--- config.mk ---
export PLATFORM = sky130hd
export DESIGN_NAME = uart_irq_ctrl
export DESIGN_NICKNAME = d
export VERILOG_FILES = /design/src/rtl/uart_irq_pkg.sv /design/src/rtl/uart_irq_cfg.sv /design/src/rtl/uart_irq_trig.sv /design/src/rtl/uart_irq_tmo.sv /design/src/rtl/uart_irq_prio.sv /design/src/rtl/uart_irq_ctrl.sv
export SDC_FILE = /design/constraint.sdc
export NUM_CORES = 1
export LEC_CHECK = 0
export ABC_AREA = 1
export BUFFER_PORTS_ARGS = -buffer_cell sky130_fd_sc_hd__clkbuf_2
export CORE_AREA = 2 2 58 60
export CTS_BUF_LIST = sky130_fd_sc_hd__clkbuf_4 sky130_fd_sc_hd__clkbuf_8 sky130_fd_sc_hd__clkbuf_16
export DETAILED_ROUTE_END_ITERATION = 10
export DIE_AREA = 0 0 60 62
export PLACE_DENSITY_LB_ADDON = 0.2
export REMOVE_ABC_BUFFERS = 1
export SETUP_SLACK_MARGIN = 0.3
export SLEW_MARGIN = 0
export SYNTH_ARGS = -nofsm -noshare
export SYNTH_HDL_FRONTEND = slang
export SYNTH_SLANG_ARGS = --single-unit
--- constraint.sdc ---
create_clock -name clk -period 3.45 [get_ports clk]
set_input_delay 0.69 -clock clk [delete_from_list [all_inputs] [get_ports clk]]
set_output_delay 0.69 -clock clk [all_outputs]
set_load 0.05 [all_outputs]
--- src/rtl/uart_irq_pkg.sv ---
package uart_irq_pkg;

  typedef enum logic [3:0] {
    ID_MODEM   = 4'b0000,
    ID_NONE    = 4'b0001,
    ID_TXEMPTY = 4'b0010,
    ID_RXDATA  = 4'b0100,
    ID_LINE    = 4'b0110,
    ID_RXTMO   = 4'b1100
  } irq_id_e;

  // receive trigger threshold in bytes for a two-bit code
  function automatic logic [4:0] trig_bytes(input logic [1:0] code);
    case (code)
      2'd0:    return 5'd1;
      2'd1:    return 5'd4;
      2'd2:    return 5'd8;
      default: return 5'd14;
    endcase
  endfunction

  // idle limit in bit periods: four characters' worth of data bits plus 12
  function automatic logic [7:0] tmo_bits(input logic [1:0] wl);
    logic [7:0] width;
    width = 8'd5 + {6'd0, wl};
    return (width << 2) + 8'd12;
  endfunction

endpackage

--- src/rtl/uart_irq_cfg.sv ---
module uart_irq_cfg (
  input  logic       clk,
  input  logic       rst_n,
  input  logic       wr_ier,
  input  logic       wr_fcr,
  input  logic [7:0] wdata,
  output logic [3:0] ier,
  output logic       fifo_on,
  output logic [1:0] trig_sel
);

  always_ff @(posedge clk) begin
    if (!rst_n) begin
      ier      <= 4'd0;
      fifo_on  <= 1'b0;
      trig_sel <= 2'd0;
    end else begin
      if (wr_ier) ier <= wdata[3:0];
      if (wr_fcr) begin
        fifo_on  <= wdata[0];
        trig_sel <= wdata[7:6];
      end
    end
  end

  assert_ier_write_R2: assert property (@(posedge clk) disable iff (!rst_n)
    wr_ier |=> ier == $past(wdata[3:0]));

  assert_fcr_write_R5: assert property (@(posedge clk) disable iff (!rst_n)
    wr_fcr |=> (fifo_on == $past(wdata[0])) && (trig_sel == $past(wdata[7:6])));

endmodule

--- src/rtl/uart_irq_trig.sv ---
module uart_irq_trig #(
  parameter int LVL_W = 5
) (
  input  logic             clk,
  input  logic             rst_n,
  input  logic [LVL_W-1:0] rx_level,
  input  logic             fifo_on,
  input  logic [1:0]       trig_sel,
  output logic             at_trig
);
  import uart_irq_pkg::*;

  logic [LVL_W-1:0] thresh;

  always_comb begin
    if (fifo_on) thresh = LVL_W'(trig_bytes(trig_sel));
    else         thresh = LVL_W'(1);
    at_trig = (rx_level >= thresh);
  end

  assert_legacy_any_byte_R6: assert property (@(posedge clk) disable iff (!rst_n)
    (!fifo_on && rx_level != '0) |-> at_trig);

  assert_empty_never_triggers_R5: assert property (@(posedge clk) disable iff (!rst_n)
    (rx_level == '0) |-> !at_trig);

endmodule

--- src/rtl/uart_irq_tmo.sv ---
module uart_irq_tmo #(
  parameter int LVL_W = 5,
  parameter int OVS   = 16
) (
  input  logic             clk,
  input  logic             rst_n,
  input  logic             tick,
  input  logic             fifo_on,
  input  logic [LVL_W-1:0] rx_level,
  input  logic             stop_mid,
  input  logic             rx_pop,
  input  logic [1:0]       word_len,
  output logic             to_pend
);
  import uart_irq_pkg::*;

  localparam int PRE_W = (OVS > 1) ? $clog2(OVS) : 1;
  localparam int MAX_B = 4 * 8 + 12;
  localparam int BIT_W = $clog2(MAX_B + 1);

  logic [PRE_W-1:0] pcnt;
  logic [BIT_W-1:0] bcnt;
  logic [BIT_W-1:0] limit;
  logic             idle;
  logic             restart;
  logic             hit;

  always_comb begin
    limit   = BIT_W'(tmo_bits(word_len));
    idle    = (rx_level == '0) || !fifo_on;
    restart = stop_mid || rx_pop || idle;
    hit     = (bcnt >= limit);
  end

  always_ff @(posedge clk) begin
    if (!rst_n) begin
      pcnt    <= '0;
      bcnt    <= '0;
      to_pend <= 1'b0;
    end else begin
      if (restart) begin
        pcnt <= '0;
        bcnt <= '0;
      end else if (tick && !hit) begin
        if (pcnt == PRE_W'(OVS - 1)) begin
          pcnt <= '0;
          bcnt <= bcnt + 1'b1;
        end else begin
          pcnt <= pcnt + 1'b1;
        end
      end
      if (rx_pop || idle) to_pend <= 1'b0;
      else if (hit)       to_pend <= 1'b1;
    end
  end

  assert_count_bounded_R7: assert property (@(posedge clk) disable iff (!rst_n)
    bcnt <= BIT_W'(MAX_B));

  assert_pop_clears_R8: assert property (@(posedge clk) disable iff (!rst_n)
    rx_pop |=> !to_pend);

  assert_empty_no_timeout_R8: assert property (@(posedge clk) disable iff (!rst_n)
    (rx_level == '0) |=> !to_pend);

  assert_legacy_no_timeout_R6: assert property (@(posedge clk) disable iff (!rst_n)
    !fifo_on |=> !to_pend);

endmodule

--- src/rtl/uart_irq_prio.sv ---
module uart_irq_prio (
  input  logic                   clk,
  input  logic                   rst_n,
  input  logic                   src_line,
  input  logic                   src_rxd,
  input  logic                   src_tmo,
  input  logic                   src_tx,
  input  logic                   src_ms,
  output uart_irq_pkg::irq_id_e  id,
  output logic                   irq
);
  import uart_irq_pkg::*;

  logic [4:0] raw;
  logic [4:0] sel;

  always_comb begin
    raw = {src_line, src_rxd, src_tmo, src_tx, src_ms};
    sel = '0;
    for (int i = 4; i >= 0; i--) begin
      if (raw[i] && (sel == '0)) sel[i] = 1'b1;
    end
    unique case (1'b1)
      sel[4]:  id = ID_LINE;
      sel[3]:  id = ID_RXDATA;
      sel[2]:  id = ID_RXTMO;
      sel[1]:  id = ID_TXEMPTY;
      sel[0]:  id = ID_MODEM;
      default: id = ID_NONE;
    endcase
    irq = |raw;
  end

  assert_single_winner_R3: assert property (@(posedge clk) disable iff (!rst_n)
    $onehot0(sel));

  assert_irq_vs_id_R4: assert property (@(posedge clk) disable iff (!rst_n)
    irq == (id != ID_NONE));

  assert_line_first_R3: assert property (@(posedge clk) disable iff (!rst_n)
    src_line |-> id == ID_LINE);

endmodule

--- src/rtl/uart_irq_ctrl.sv ---
module uart_irq_ctrl #(
  parameter int LVL_W = 5,
  parameter int OVS   = 16
) (
  input  logic             clk,
  input  logic             rst_n,
  input  logic             tick16,
  input  logic [LVL_W-1:0] rx_level,
  input  logic             rx_stop_mid,
  input  logic             rx_pop,
  input  logic             line_err,
  input  logic             thr_empty_evt,
  input  logic             msr_delta,
  input  logic [1:0]       word_len,
  input  logic             wr_ier,
  input  logic             wr_fcr,
  input  logic             wr_thr,
  input  logic             rd_isr,
  input  logic             rd_lsr,
  input  logic [7:0]       wdata,
  output logic             irq,
  output logic [7:0]       isr_rdata,
  output logic [7:0]       ier_rdata
);
  import uart_irq_pkg::*;

  logic [3:0] ier;
  logic       fifo_on;
  logic [1:0] trig_sel;
  logic       at_trig;
  logic       to_pend;
  logic       ls_pend;
  logic       tx_pend;
  logic       tx_ack;
  irq_id_e    id;

  uart_irq_cfg u_cfg (
    .clk(clk), .rst_n(rst_n), .wr_ier(wr_ier), .wr_fcr(wr_fcr), .wdata(wdata),
    .ier(ier), .fifo_on(fifo_on), .trig_sel(trig_sel)
  );

  uart_irq_trig #(.LVL_W(LVL_W)) u_trig (
    .clk(clk), .rst_n(rst_n), .rx_level(rx_level), .fifo_on(fifo_on),
    .trig_sel(trig_sel), .at_trig(at_trig)
  );

  uart_irq_tmo #(.LVL_W(LVL_W), .OVS(OVS)) u_tmo (
    .clk(clk), .rst_n(rst_n), .tick(tick16), .fifo_on(fifo_on),
    .rx_level(rx_level), .stop_mid(rx_stop_mid), .rx_pop(rx_pop),
    .word_len(word_len), .to_pend(to_pend)
  );

  uart_irq_prio u_prio (
    .clk(clk), .rst_n(rst_n),
    .src_line(ls_pend & ier[2]),
    .src_rxd(at_trig & ier[0]),
    .src_tmo(to_pend & ier[0]),
    .src_tx(tx_pend & ier[1]),
    .src_ms(msr_delta & ier[3]),
    .id(id), .irq(irq)
  );

  assign tx_ack = rd_isr && (id == ID_TXEMPTY);

  always_ff @(posedge clk) begin
    if (!rst_n) begin
      ls_pend <= 1'b0;
      tx_pend <= 1'b0;
    end else begin
      if (line_err)    ls_pend <= 1'b1;
      else if (rd_lsr) ls_pend <= 1'b0;
      if (thr_empty_evt)          tx_pend <= 1'b1;
      else if (wr_thr || tx_ack)  tx_pend <= 1'b0;
    end
  end

  assign isr_rdata = {{2{fifo_on}}, 2'b00, id};
  assign ier_rdata = {4'b0000, ier};

  assert_error_wins_R10: assert property (@(posedge clk) disable iff (!rst_n)
    line_err |=> ls_pend);

  assert_lsr_read_clears_R10: assert property (@(posedge clk) disable iff (!rst_n)
    (rd_lsr && !line_err) |=> !ls_pend);

  assert_thr_write_clears_R9: assert property (@(posedge clk) disable iff (!rst_n)
    (wr_thr && !thr_empty_evt) |=> !tx_pend);

  assert_other_read_keeps_tx_R9: assert property (@(posedge clk) disable iff (!rst_n)
    (rd_isr && tx_pend && id != ID_TXEMPTY && !wr_thr) |=> tx_pend);

endmodule

==> results of run 1 <==
==> stage by stage <==
stage               worst slack (ns)  TNS (ns)
global placement               0.772         0
global route                   0.442         0
floorplan                     -0.632    -0.793
CTS                            0.638         0
finish                         0.672         0
detailed placement             0.744         0
==> worst paths after layout <==
| check | end | cells after the start |
|---|---|---|
| worst max-delay path | isr_rdata[1] | 10 |
| worst min-delay path | u_tmo.to_pend$_SDFFE_PP0P_ | 2 |
| worst max register to register | tx_pend$_SDFFE_PN0P_ | 10 |
| worst min register to register | u_tmo.to_pend$_SDFFE_PP0P_ | 2 |
==> power by group through the flow <==
stage	clock network (mW)	registers [mW]	logic (mW)
3_5_place_dp	0	0.250	0.112
5_1_grt	0.207	0.246	0.123
3_3_place_gp	0	0.250	0.110
2_1_floorplan	0	0.265	0.0617
6_report	0.193	0.245	0.111
4_1_cts	0.196	0.245	0.112
==> per-layer routing <==
| layer | global-route usage [%] | routed length (um) | vias up |
|---|---|---|---|
| met3 | 2.07 | 144 | 6 |
| met5 | 0 | 0 | - |
| met2 | 24.8 | 1110 | 34 |
| met4 | 6.67 | 42 | 0 |
| met1 | 15.8 | 1080 | 489 |
| li1 | - | - | 594 |
==> cell usage in the layout, fill, tap and decap left out <==
| master | n |
|---|---|
| inv_2 | 2 |
| a21boi_0 | 1 |
| a21oi_1 | 12 |
| nand4_1 | 6 |
| xor2_1 | 1 |
| clkbuf_4 | 3 |
| nand2_1 | 28 |
| nand3_1 | 8 |
| nor2_4 | 1 |
| nand3_2 | 1 |
| o21ai_0 | 12 |
| ha_1 | 9 |
| inv_1 | 22 |
| nand2_4 | 2 |
| nor2_2 | 2 |
| o21ai_1 | 1 |
| clkbuf_2 | 36 |
| nor3_1 | 1 |
| dfxtp_1 | 20 |
| nor3b_2 | 1 |
| conb_1 | 6 |
| xnor2_1 | 3 |
| nand3_4 | 1 |
| nor2_1 | 22 |
| or2_0 | 1 |
| bufinv_16 | 1 |
==> tightest hold or removal path: stages, from the launching register on <==
cell     delay (ns)
dfxtp_1        0.33
inv_1          0.05
a21oi_1        0.05
==> cell usage after synthesis, drive strengths merged (3+ instances only) <==
library cell / count
a21oi: 12
buf: 9
dfxtp: 20
ha: 9
inv: 24
nand2: 30
nand3: 10
nand4: 6
nor2: 25
o21ai: 13
xnor2: 3
==> state kept, by name, summed over array words and instances (netlist names) <==
| name | cells |
|---|---|
| u_tmo.bcnt | 6 |
| u_cfg.ier | 4 |
| u_tmo.pcnt | 4 |
| u_cfg.trig_sel | 2 |
| ls_pend | 1 |
| tx_pend | 1 |
| u_cfg.fifo_on | 1 |
| u_tmo.to_pend | 1 |
==> area by class of cell <==
type,count,area (um2)
fillers,342,1730
multi-input cells,119,666
flip-flops and latches,20,400
repair buffers,36,180
inverters,24,90.1
well taps,46,57.6
clock inverters,1,30.0
clock buffers,3,22.5
==> kinds of logic (layout without fill, tap and decap cells) <==
| kind of cell | count (synthesis) | count (layout) | share of synthesized area, % |
|---|---|---|---|
| compound gates | 26 | 26 | 11.0 |
| xor+xnor | 4 | 4 | 2.91 |
| fa+ha+maj | 9 | 9 | 9.37 |
| buf+inv | 33 | 64 | 12.9 |
| flops | 20 | 20 | 33.3 |
| other cells | 1 | 6 | 0.312 |
| simple gates | 74 | 74 | 30.2 |
==> summary by stage, run 1 <==
Run status
The flow ran to the end, and the final reports show no timing, DRC or antenna violations.

Yosys
The mapped netlist covers 1200 um2. The Yosys warning count is 0. The fraction of registers with async set/reset is 0%.

The synthesized design contains 20 register bits. In the post-synthesis netlist, the biggest area contributors are dfxtp_1 33%, ha_1 9.4%, nand2_1 8.7%. After synthesis, the netlist uses 25 different library cells. The most used flip-flop cell after synthesis is dfxtp_1. The count of mapped cells out of synthesis is 167. The sequential fraction of the synthesis area is 33.3%. The top cell type by area accounts for 33.3% of the synthesized area. The average instance in the mapped netlist occupies 7.20 um2. The cell type with the largest total area after synthesis is dfxtp_1.

The number of synthesized flops with an enable pin is 0.

Pwr
Power spread over the standard cell area amounts to 379 nW/um2. For this design the static power due to leakage is 0.703 nW. The total chip power is 549 uW.

Internal power comes to 386 uW. Of the total power, the share spent switching nets is 29.7%. The clock share of power is 35.2%. The power share of the combinational group is 20.2%. IR analysis of the VDD net gives a maximum drop of 0.000143 V. The analysis attributes to net switching a power of 163 uW. The part of the power in registers is 44.6%.

Cells and area
In the final design database the tool counted 241 nets. The post-route netlist has 24.6% of its cells at a drive strength greater than 1. Compared with the post-synthesis result, the final layout area differs by 20.3%.

0 antenna diodes ended up in the layout. The final cell count without fillers is 249. The post-route standard cell area excluding fillers is 1450 um2.

The final cell utilization of the core is 45.5%.

Setup path
The type of element launching the critical path is a flip-flop. Along the worst path, the maximum fanout reaches 8. Among cell families on the critical path, the largest total delay comes from flip-flops. STA classifies the critical path endpoint as an output port. The startpoint of the lowest-slack register-to-register path is u_cfg.fifo_on$_SDFFE_PN0P_. The signal on the critical path passes through nand2_1, ha_1, nand2_1, nand2_1, a21oi_1, nand2_1, nand2_1, nand2_1, o21ai_0, clkbuf_2. The number of buffers and inverters on the critical path is 1.

The critical path's slowest cell is dfxtp_1. The path type of the worst setup path is reg -> out. The required time reported for the critical path endpoint is 2.76 ns. For this run, the slowest stage of the critical path takes 0.48 ns. Tracing the worst setup path back leads to its startpoint at u_cfg.fifo_on$_SDFFE_PN0P_. The cell that appears most often on the critical path is nand2_1. The reg-to-reg setup timing slack is 1.81 ns.

The arrival time of data at the critical path endpoint is 2.09 ns.

GRT
The all-layer global routing usage is 13.7%. The first-pass GRT wire length is 3.89 mm. The pin count of the biggest net entering global routing is 13. The number of antenna violations at the first check in global routing is 0. For this run the aggregate overflow at the end of global routing stands at 0. The number of global-route vias before repair is 976.

Floorplan
The initial utilization of the core area, before any placement, comes to 37.8%. The die span in y is 62 um. From left edge to right edge, the die measures 60 um.

The die area is 3720 um2. The core box area is 3180 um2. 45 I/O pins were placed. The standard-cell row count is 21.

Clock network
The deepest level of the CTS H-tree is 1. The post-cts sizing count is 0. The CTS root buffer is clkbuf_4. The number of buffers added for setup after CTS is 0. The clock tree from TritonCTS is done. The sink count of the clock tree is 20. The total clock buffers created by CTS is 3. Buffers inserted to repair hold after CTS numbered 0. The later-pin clock latency in the skew report is 0.31 ns. The maximum buffer depth of the clock tree is 2. After clock tree synthesis, the clock-pin slew on the worst setup and hold paths is 0.11 ns.

Routing
Across all layers, the routed design uses 1123 vias. The per-cell routed wire length is 9.52 um. After detailed routing, the number of remaining DRC violations is 0. For this run, the detailed router's first-pass iteration total came to 4.

The number of DRC violations after detailed-routing iteration 0 is 48. The ratio of routed vias to standard cells is 4.51. The count of antenna-violating nets left after detailed routing is 0. The final wirelength is 2.37 mm.

Timing
The number of pins exceeding their max-slew limit in the final report is 0. The clock period could shrink to 2.78 ns. The final clock period utilization by the worst path is 80.5%. Setup violations remaining at the end of the flow were counted as 0. The largest clock skew in the final design is 0.0110 ns. The count of endpoints failing hold in the final timing report came to 0. Timing would allow up to 0.360 GHz.

Final hold analysis gives a worst-case slack of 0.463 ns. Setup repair after global routing left no endpoint under its margin.

Worst hold path
The worst min-delay path class is reg -> reg. The worst hold path begins at u_tmo.to_pend$_SDFFE_PP0P_.

Placed design
After detailed placement, the total cell area comes to 1390 um2. Summed over all nets, the half-perimeter wirelength after detailed placement is 1.95 mm. The placer congestion estimate is 0.748. The quantity of I/O buffers inserted on ports is 36. After detailed placement, the design holds a cell count of 245.

Run
The number of max-cap violations is 0.
Power figures use the tool's default switching activity.
==> inputs of run 2 (changes only) <==
==> constraint.sdc (replaced) <==
create_clock -name clk -period 2.8 [get_ports clk]
set_input_delay 0.56 -clock clk [delete_from_list [all_inputs] [get_ports clk]]
set_output_delay 0.56 -clock clk [all_outputs]
set_load 0.05 [all_outputs]
==> summary by stage, run 2 (synthesis gave the netlist of run 1 again) <==
Run status
Result of the run: completed (unchanged).

Cells and area
The share of cells above drive strength 1 is 29.3% (was 24.6%). The number of nets in the finished design is 243 (was 241). The area added between synthesis and finish was 25.4% (was 20.3%).

Most frequent cells in the layout: 31 x clkbuf_2, 26 x nand2_1, 22 x inv_1 (was 36 x clkbuf_2, 28 x nand2_1, 22 x inv_1, 22 x nor2_1, 20 x dfxtp_1). The area occupied by multi-input gates is 686 um2 (was 666 um2). Biggest regs: u_tmo.bcnt x6, u_cfg.ier x4, u_tmo.pcnt x4 (unchanged). The final cell count without fillers came to 251 (was 249). The most flop-heavy register is u_tmo.bcnt (unchanged). The footprint of the flip-flops and latches is 407 um2 (was 400 um2). The number of flip-flops under the largest register name came to 6 (unchanged).

The final antenna diode count is 0 (unchanged). The filler cell count is 334 (was 342). The most frequent standard cell in the layout excluding fill and tap cells is clkbuf_2 (unchanged).

Routing
The total number of vias came to 1129 (was 1123). The per-cell routed wire length is 9.53 um (was 9.52 um). The total iterations of the first detailed-routing run is 2 (was 4).

The remaining routing DRC violations is 0 (unchanged). The ratio of routed vias to standard cells was 4.50 (was 4.51). The count of antenna-violating nets left after detailed routing is 0 (unchanged).

The number of DRC violations after detailed-routing iteration 0 came to 51 (was 48). The final wirelength is 2.39 mm (was 2.37 mm).

Pwr
The power density over the cells is 457 nW/um2 (was 379 nW/um2). The reported leakage power is 0.726 nW (was 0.703 nW). The worst voltage drop across the vdd grid is 0.000148 V (was 0.000143 V).

Worst hold path
The number of instances on the worst hold path was 3 (was 2). The worst min-delay path class is in -> reg (was reg -> reg). The startpoint of the worst hold path is line_err (was u_tmo.to_pend$_SDFFE_PP0P_).

The worst-case hold path end point is ls_pend$_SDFFE_PN0P_ (was u_tmo.to_pend$_SDFFE_PP0P_).

Setup path
The critical path's slowest cell is dfxtp_4 (was dfxtp_1). The type of element launching the critical path was a flip-flop (unchanged). The dominant cell type by count on the critical path is nand2_1 (unchanged). The critical-path maximum fanout is 7 (was 8). The critical path's top delay family is simple AND/OR/NAND/NOR gates (was flip-flops). The endpoint type of the worst setup path is an output port (unchanged). The startpoint of the lowest-slack register-to-register path is u_tmo.bcnt[2]$_SDFFE_PP0P_ (was u_cfg.fifo_on$_SDFFE_PN0P_). The endpoint of the worst register-to-register path is u_tmo.bcnt[3]$_SDFFE_PP0P_ (was tx_pend$_SDFFE_PN0P_). The reg-to-reg setup timing slack came to 1.20 ns (was 1.81 ns). The path type of the worst setup path is reg -> out (unchanged). The length in cells of the worst reg-to-reg path is 10 (unchanged). The required time reported for the critical path endpoint is 2.24 ns (was 2.76 ns). The logic depth of the worst path, buffers included was 10 (unchanged). The sum of buffers and inverters on the critical path is 1 (unchanged). Cell chain of the critical path: nand2_1, ha_1, nand2_1, nand2_1, a21oi_2, nand2_2, nand2_4, nand2_1, o21ai_2, buf_6 (was nand2_1, ha_1, nand2_1, nand2_1, a21oi_1, nand2_1, nand2_1, nand2_1, o21ai_0, clkbuf_2).

The biggest cell delay along the critical path is 0.39 ns (was 0.48 ns). The arrival time of data at the critical path endpoint came to 1.85 ns (was 2.09 ns).

Timing
Static timing analysis puts the maximum clock frequency at 0.415 GHz. The count of endpoints failing hold in the final timing report is 0 (unchanged). The final clock period utilization by the worst path is 86.0%. The total of endpoints with negative setup slack in the final report was 0 (unchanged). Unrepaired setup endpoints after global routing: no (unchanged). The routed design could run at a clock period as short as 2.41 ns.

The largest clock skew in the final design was 0.00902 ns (was 0.0110 ns). The number of pins exceeding their max-slew limit in the final report is 0 (unchanged). The worst hold margin came to 0.460 ns (was 0.463 ns).

Placed design
The quantity of I/O buffers inserted on ports is 36 (unchanged). The half-perimeter wire length of the detailed placement result is 1.94 mm (was 1.95 mm). The placer congestion estimate is 0.747 (was 0.748). The placed instance count was 245 (unchanged).

Clock network
The clock slew seen by the registers of the worst setup and hold paths is 0.12 ns (was 0.11 ns). The maximum buffer depth of the clock tree is 2 (unchanged). The clock tree from TritonCTS is done (unchanged). The total clock buffers created by CTS is 3 (unchanged).

The later-pin clock latency in the skew report is 0.30 ns (was 0.31 ns). The deepest level of the CTS H-tree came to 1 (unchanged). The sink count of the clock tree is 20 (unchanged). The CTS root buffer is clkbuf_4 (unchanged).

GRT
The all-layer global routing usage is 13.8% (was 13.7%). The number of global-route vias before repair is 944 (was 976). The first-pass GRT wire length came to 3.89 mm (unchanged). The number of antenna violations at the first check in global routing is 0 (unchanged).

The global-route congestion overflow total was 0 (unchanged). The pin count of the biggest net entering global routing is 13 (unchanged).

Floorplan
The core box area is 3180 um2 (unchanged). The initial core utilization is 37.8% (unchanged). The die outline width is 60 um (unchanged). The standard-cell row count is 21 (unchanged).

The die span in y is 62 um (unchanged). The number of top-level pins is 45 (unchanged). The die area is 3720 um2 (unchanged).

Run
The number of max-cap violations is 0 (unchanged).
==> run 2: cell types whose count changed in the layout (fill, tap and decap cells not counted), moves of 2 or more <==
cell and change:
clkbuf_2 -5, buf_4 +4, dfxtp_1 -3, buf_6 +2, dfxtp_2 +2, nand2_1 -2, o21ai_0 -2
==> run 2: where the power goes <==
| part | switching, mW | leakage (nW) | total (mW) | internal (mW) |
|---|---|---|---|---|
| combinational | 0.105 | 0.533 | 0.152 | 0.0467 |
| clock | 0.0904 | 0.0279 | 0.235 | 0.145 |
| sequential | 0.00803 | 0.165 | 0.302 | 0.294 |
==> run 2: through the flow <==
| step | setup WS, ns | power, mW | TNS, ns | util (%) | cell area, um2 |
|---|---|---|---|---|---|
| after global placement | 0.384 | 0.443 | 0 | 43.8 | 1390 |
| after global routing | 0.290 | 0.725 | 0 | 47.4 | 1510 |
| after detailed placement | 0.344 | 0.446 | 0 | 43.8 | 1390 |
| after CTS | 0.327 | 0.687 | 0 | 46.3 | 1470 |
| after floorplan | -1.15 | 0.403 | -2.32 | - | 1160 |
| final | 0.391 | 0.688 | 0 | 47.4 | 1510 |
==> run 2: area by class of cell <==
type / count / area share (%)
repair buffers: 38 / 14.3
clock buffers: 3 / 1.49
multi-input cells: 119 / 45.5
flip-flops and latches: 20 / 27.0
inverters: 24 / 5.98
well taps: 46 / 3.82
clock inverters: 1 / 1.99
==> run 2: timing repair <==
action                     4_1_cts  5_1_grt
pin swaps                        0        2
buffers inserted                 2        0
hold buffers                     0        0
setup endpoints to repair        5        5
gates resized for setup          6       22
==> run 2: worst max-delay path by stage <==
stage / slack (ns) / start / end
after floorplan: -1.15 / u_cfg.fifo_on$_SDFFE_PN0P_ / isr_rdata[1]
after global placement: 0.38 / rx_level[2] / isr_rdata[1]
after detailed placement: 0.34 / rx_level[2] / isr_rdata[1]
after CTS: 0.33 / u_cfg.fifo_on$_SDFFE_PN0P_ / isr_rdata[1]
after global routing: 0.29 / u_cfg.fifo_on$_SDFFE_PN0P_ / isr_rdata[1]
final: 0.39 / u_cfg.fifo_on$_SDFFE_PN0P_ / isr_rdata[1]
==> run 2: tightest hold or removal path, cell delays in order <==
cell and delay [ns]:
clkbuf_2 0.07, a21oi_1 0.03, nor2_1 0.07
==> run 2: metal layers <==
layer  global-route usage, %  routed length (um)  vias up
li1                        -                   -      602
met1                    15.7                1080      492
met2                    25.8                1150       31
met3                    2.69                 132        4
met4                    4.76                  31        0
met5                       0                   0        -
==> inputs of run 3 (changes only) <==
--- a/config.mk
+++ b/config.mk
@@ -7,14 +7,15 @@
 export LEC_CHECK = 0
 export ABC_AREA = 1
 export BUFFER_PORTS_ARGS = -buffer_cell sky130_fd_sc_hd__clkbuf_2
-export CORE_AREA = 2 2 58 60
+export CORE_AREA = 2 2 69 58
 export CTS_BUF_LIST = sky130_fd_sc_hd__clkbuf_4 sky130_fd_sc_hd__clkbuf_8 sky130_fd_sc_hd__clkbuf_16
 export DETAILED_ROUTE_END_ITERATION = 10
-export DIE_AREA = 0 0 60 62
+export DIE_AREA = 0 0 71 60
 export PLACE_DENSITY_LB_ADDON = 0.2
 export REMOVE_ABC_BUFFERS = 1
 export SETUP_SLACK_MARGIN = 0.3
 export SLEW_MARGIN = 0
 export SYNTH_ARGS = -nofsm -noshare
 export SYNTH_HDL_FRONTEND = slang
+export SYNTH_HIERARCHICAL = 1
 export SYNTH_SLANG_ARGS = --single-unit
==> summary by stage, run 3 <==
Yosys
The number of synthesized flops with an enable pin is 0 (unchanged). The count of mapped cells out of synthesis is 211 (was 167). Leading cell types by total area after synthesis: dfxtp_1 29%, nand2_1 14%, ha_1 12% (was dfxtp_1 33%, ha_1 9.4%, nand2_1 8.7%). The Yosys warning count is 6 (was 0). The sequential fraction of the synthesis area came to 28.8% (was 33.3%). The mean cell area of the mapped netlist was 6.58 um2 (was 7.20 um2). The mapped cell area is 1390 um2 (was 1200 um2).

The synthesis-stage register bit count is 20 (unchanged). The cell type with the largest total area after synthesis is dfxtp_1 (unchanged). The most frequent cell after synthesis is nand2_1 (unchanged). The most used flip-flop cell after synthesis was dfxtp_1 (unchanged). The fraction of registers with async set/reset is 0% (unchanged). Most common library cells after synthesis: 52 x nand2_1, 38 x nor2_1, 32 x inv_1 (was 28 x nand2_1, 22 x inv_1, 22 x nor2_1). The share of Yosys cell area claimed by the top area cell type is 28.8% (was 33.3%). The number of distinct standard cells referenced by the synthesized netlist is 24 (was 25).

Placed design
The standard cell area after detailed placement came to 1570 um2 (was 1390 um2). The post-placement setup slack was 0.303 ns (was 0.344 ns). The half-perimeter wire length of the detailed placement result is 2.03 mm (was 1.94 mm). The placer congestion estimate was 0.773 (was 0.747).

The quantity of I/O buffers inserted on ports is 36 (unchanged).

Routing
The remaining routing DRC violations is 0 (unchanged). The final wirelength was 2.67 mm (was 2.39 mm). The count of antenna-violating nets left after detailed routing was 0 (unchanged). The total number of vias came to 1255 (was 1129).

The per-cell routed wire length is 9.12 um (was 9.53 um). The total iterations of the first detailed-routing run is 4 (was 2). The number of DRC violations after detailed-routing iteration 0 is 39 (was 51). The ratio of routed vias to standard cells is 4.28 (was 4.50).

Floorplan
The core box area is 3630 um2 (was 3180 um2). The standard-cell row count was 20 (was 21). The die outline width is 71 um (was 60 um). The die span in y was 60 um (was 62 um). The die area is 4260 um2 (was 3720 um2). The number of top-level pins is 45 (unchanged).

The initial core utilization is 38.3% (was 37.8%).

Cells and area
The area added between synthesis and finish is 25.9% (was 25.4%). The footprint of the flip-flops and latches is 409 um2 (was 407 um2). The final antenna diode count is 0 (unchanged). The most flop-heavy register is u_tmo/bcnt (was u_tmo.bcnt).

Biggest regs: u_tmo/bcnt x6, u_cfg/ier x4, u_tmo/pcnt x4 (was u_tmo.bcnt x6, u_cfg.ier x4, u_tmo.pcnt x4). The number of flip-flops under the largest register name is 6 (unchanged). The number of nets in the finished design is 291 (was 243). The share of cells above drive strength 1 was 28.5% (was 29.3%).

The filler cell count is 382 (was 334). The most frequent standard cell in the layout excluding fill and tap cells is nand2_1 (was clkbuf_2). Most frequent cells in the layout: 49 x nand2_1, 38 x nor2_1, 32 x clkbuf_2 (was 31 x clkbuf_2, 26 x nand2_1, 22 x inv_1). The post-route standard cell area excluding fillers is 1750 um2 (was 1510 um2). The area occupied by multi-input gates is 887 um2 (was 686 um2).

Pwr
The total chip power is 711 uW (was 688 uW). The worst voltage drop across the vdd grid is 0.000270 V (was 0.000148 V). The power density over the cells came to 407 nW/um2 (was 457 nW/um2). The reported leakage power came to 0.916 nW (was 0.726 nW).

Setup path
The arrival time of data at the critical path endpoint is 1.85 ns (about the same). The critical-path maximum fanout is 7 (unchanged). The length in cells of the worst reg-to-reg path was 16 (was 10). The path type of the worst setup path is reg -> out (unchanged). The endpoint of the worst register-to-register path is tx_pend$_SDFFE_PN0P_ (was u_tmo.bcnt[3]$_SDFFE_PP0P_).

The sum of buffers and inverters on the critical path is 2 (was 1). The endpoint type of the worst setup path is an output port (unchanged). The critical path's top delay family is simple AND/OR/NAND/NOR gates (unchanged). The reg-to-reg setup timing slack came to 0.98 ns (was 1.20 ns). The required time reported for the critical path endpoint is 2.24 ns (about the same). The type of element launching the critical path was a flip-flop (unchanged). The startpoint of the lowest-slack register-to-register path was u_cfg/fifo_on$_SDFFE_PN0P_ (was u_tmo.bcnt[2]$_SDFFE_PP0P_). Cell chain of the critical path: nand2_4, ha_4, nand2_1, nand2_1, nor2_1, nand2_1, nand2_1, inv_2, nor2_4, nand2_4, nor2_4, buf_8 (was nand2_1, ha_1, nand2_1, nand2_1, a21oi_2, nand2_2, nand2_4, nand2_1, o21ai_2, buf_6). The critical path's slowest cell was dfxtp_4 (unchanged). The dominant cell type by count on the critical path is nand2_1 (unchanged). The biggest cell delay along the critical path is 0.41 ns (was 0.39 ns). The logic depth of the worst path, buffers included came to 12 (was 10).

Worst hold path
The startpoint of the worst hold path was u_cfg/ier[2]$_SDFFE_PN0P_ (was line_err). The worst-case hold path end point is u_cfg/ier[2]$_SDFFE_PN0P_ (was ls_pend$_SDFFE_PN0P_). The number of instances on the worst hold path is 2 (was 3).

The worst min-delay path class was reg -> reg (was in -> reg).

GRT
The met1 usage is 18.0% (was 15.7%). The first-pass GRT wire length is 4.33 mm (was 3.89 mm). The number of global-route vias before repair is 1042 (was 944). The met2 usage in global routing is 19.4% (was 25.8%).

The peak-usage layer in the global routing report is met2 (unchanged). The global-route congestion overflow total is 0 (unchanged). The all-layer global routing usage was 12.8% (was 13.8%). The pin count of the biggest net entering global routing is 12 (was 13). The met3 track demand over resource is 3.54% (was 2.69%). The number of antenna violations at the first check in global routing is 0 (unchanged).

Timing
The number of pins exceeding their max-slew limit in the final report is 0 (unchanged). The worst hold margin came to 0.489 ns (was 0.460 ns). The clock period minus worst slack is 2.41 ns (about the same). The count of endpoints failing hold in the final timing report came to 0 (unchanged).

The final clock period utilization by the worst path came to 85.9% (was 86.0%). The worst setup slack after layout is 0.395 ns (was 0.391 ns). The maximum clock frequency is 0.416 GHz (was 0.415 GHz). Unrepaired setup endpoints after global routing: yes (was no). The largest clock skew in the final design is 0.00335 ns (was 0.00902 ns). The total of endpoints with negative setup slack in the final report is 0 (unchanged).

Clock network
The clock slew seen by the registers of the worst setup and hold paths is 0.08 ns (was 0.12 ns). The sink count of the clock tree is 20 (unchanged). The clock tree from TritonCTS is done (unchanged). The total clock buffers created by CTS is 3 (unchanged). The maximum buffer depth of the clock tree is 2 (unchanged). The deepest level of the CTS H-tree came to 1 (unchanged). The CTS root buffer is clkbuf_8 (was clkbuf_4). The total of hold buffers inserted after clock tree synthesis was 0 (unchanged). The later-pin clock latency in the skew report is 0.25 ns (was 0.30 ns).

Run
The number of max-cap violations was 0 (unchanged).

Run status
Result of the run: completed (unchanged).
[run 3: cell count changes in the layout (fill, tap and decap cells not counted), moves of 5 or more]
cell,change
nand2_1,+23
a21oi_1,-5
nand2_2,+5
o21ai_0,-10
nor2_1,+17
nand4_1,-5
inv_1,+9
[run 3: final cells by class]
type / instances / area share [%]
clock buffer: 4 / 3.15
inverter: 34 / 7.30
multi-input combinational: 153 / 50.8
sequential: 20 / 23.4
tap: 44 / 3.15
timing repair buffer: 38 / 12.2
[run 3: timing repair]
| action | 4_1_cts | 5_1_grt |
|---|---|---|
| pin swaps | 0 | 9 |
| gates resized for setup | 4 | 26 |
| buffers inserted | 0 | 2 |
| setup endpoints to repair | 4 | 5 |
[run 3: how the worst max path moves through the flow]
stage | from | end
after floorplan | u_cfg/fifo_on$_SDFFE_PN0P_ | isr_rdata[0]
after global placement | rx_level[3] | isr_rdata[0]
after detailed placement | rx_level[3] | isr_rdata[0]
after CTS | u_cfg/trig_sel[1]$_SDFFE_PN0P_ | isr_rdata[0]
after global routing | u_cfg/fifo_on$_SDFFE_PN0P_ | isr_rdata[0]
final | u_cfg/fifo_on$_SDFFE_PN0P_ | isr_rdata[0]
[run 3: through the flow]
step           cells  utilization (%)  setup TNS (ns)
2_1_floorplan    207                -           -1.29
3_5_place_dp     287             43.3               0
6_report         293             48.2               0
5_1_grt          293             48.2               0
3_3_place_gp     287             43.3               0
4_1_cts          291             45.2               0
[run 3: power by group]
group / switching, mW / internal [mW] / leakage (nW)
logic: 0.125 / 0.0630 / 0.723
clock network: 0.0943 / 0.125 / 0.0288
registers: 0.00999 / 0.293 / 0.165
total: 0.229 / 0.481 / 0.916
[run 3: kinds of logic (layout without fill, tap and decap cells)]
group	count (synthesis)	count (layout)	synth area share [%]
AND/OR/NAND/NOR	117	117	36.6
AO/OA/AOI/OAI	13	13	5.77
XOR/XNOR	4	4	2.52
buffers and inverters	43	76	14.3
flip-flops	20	20	28.8
adder cells (fa/ha/maj)	13	13	11.7
other	1	6	0.270
[run 3: worst min-delay path, stage by stage, from the launching register on]
cell,delay (ns)
dfxtp_1,0.32
nor2_1,0.08
nor2_1,0.05
[run 3: metal layers]
layer  up-vias  part of all wire, %
met5         -                    0
met2        30                   42
met1       522                   51
met3         2                  5.0
li1        701                    -
met4         0                  1.0
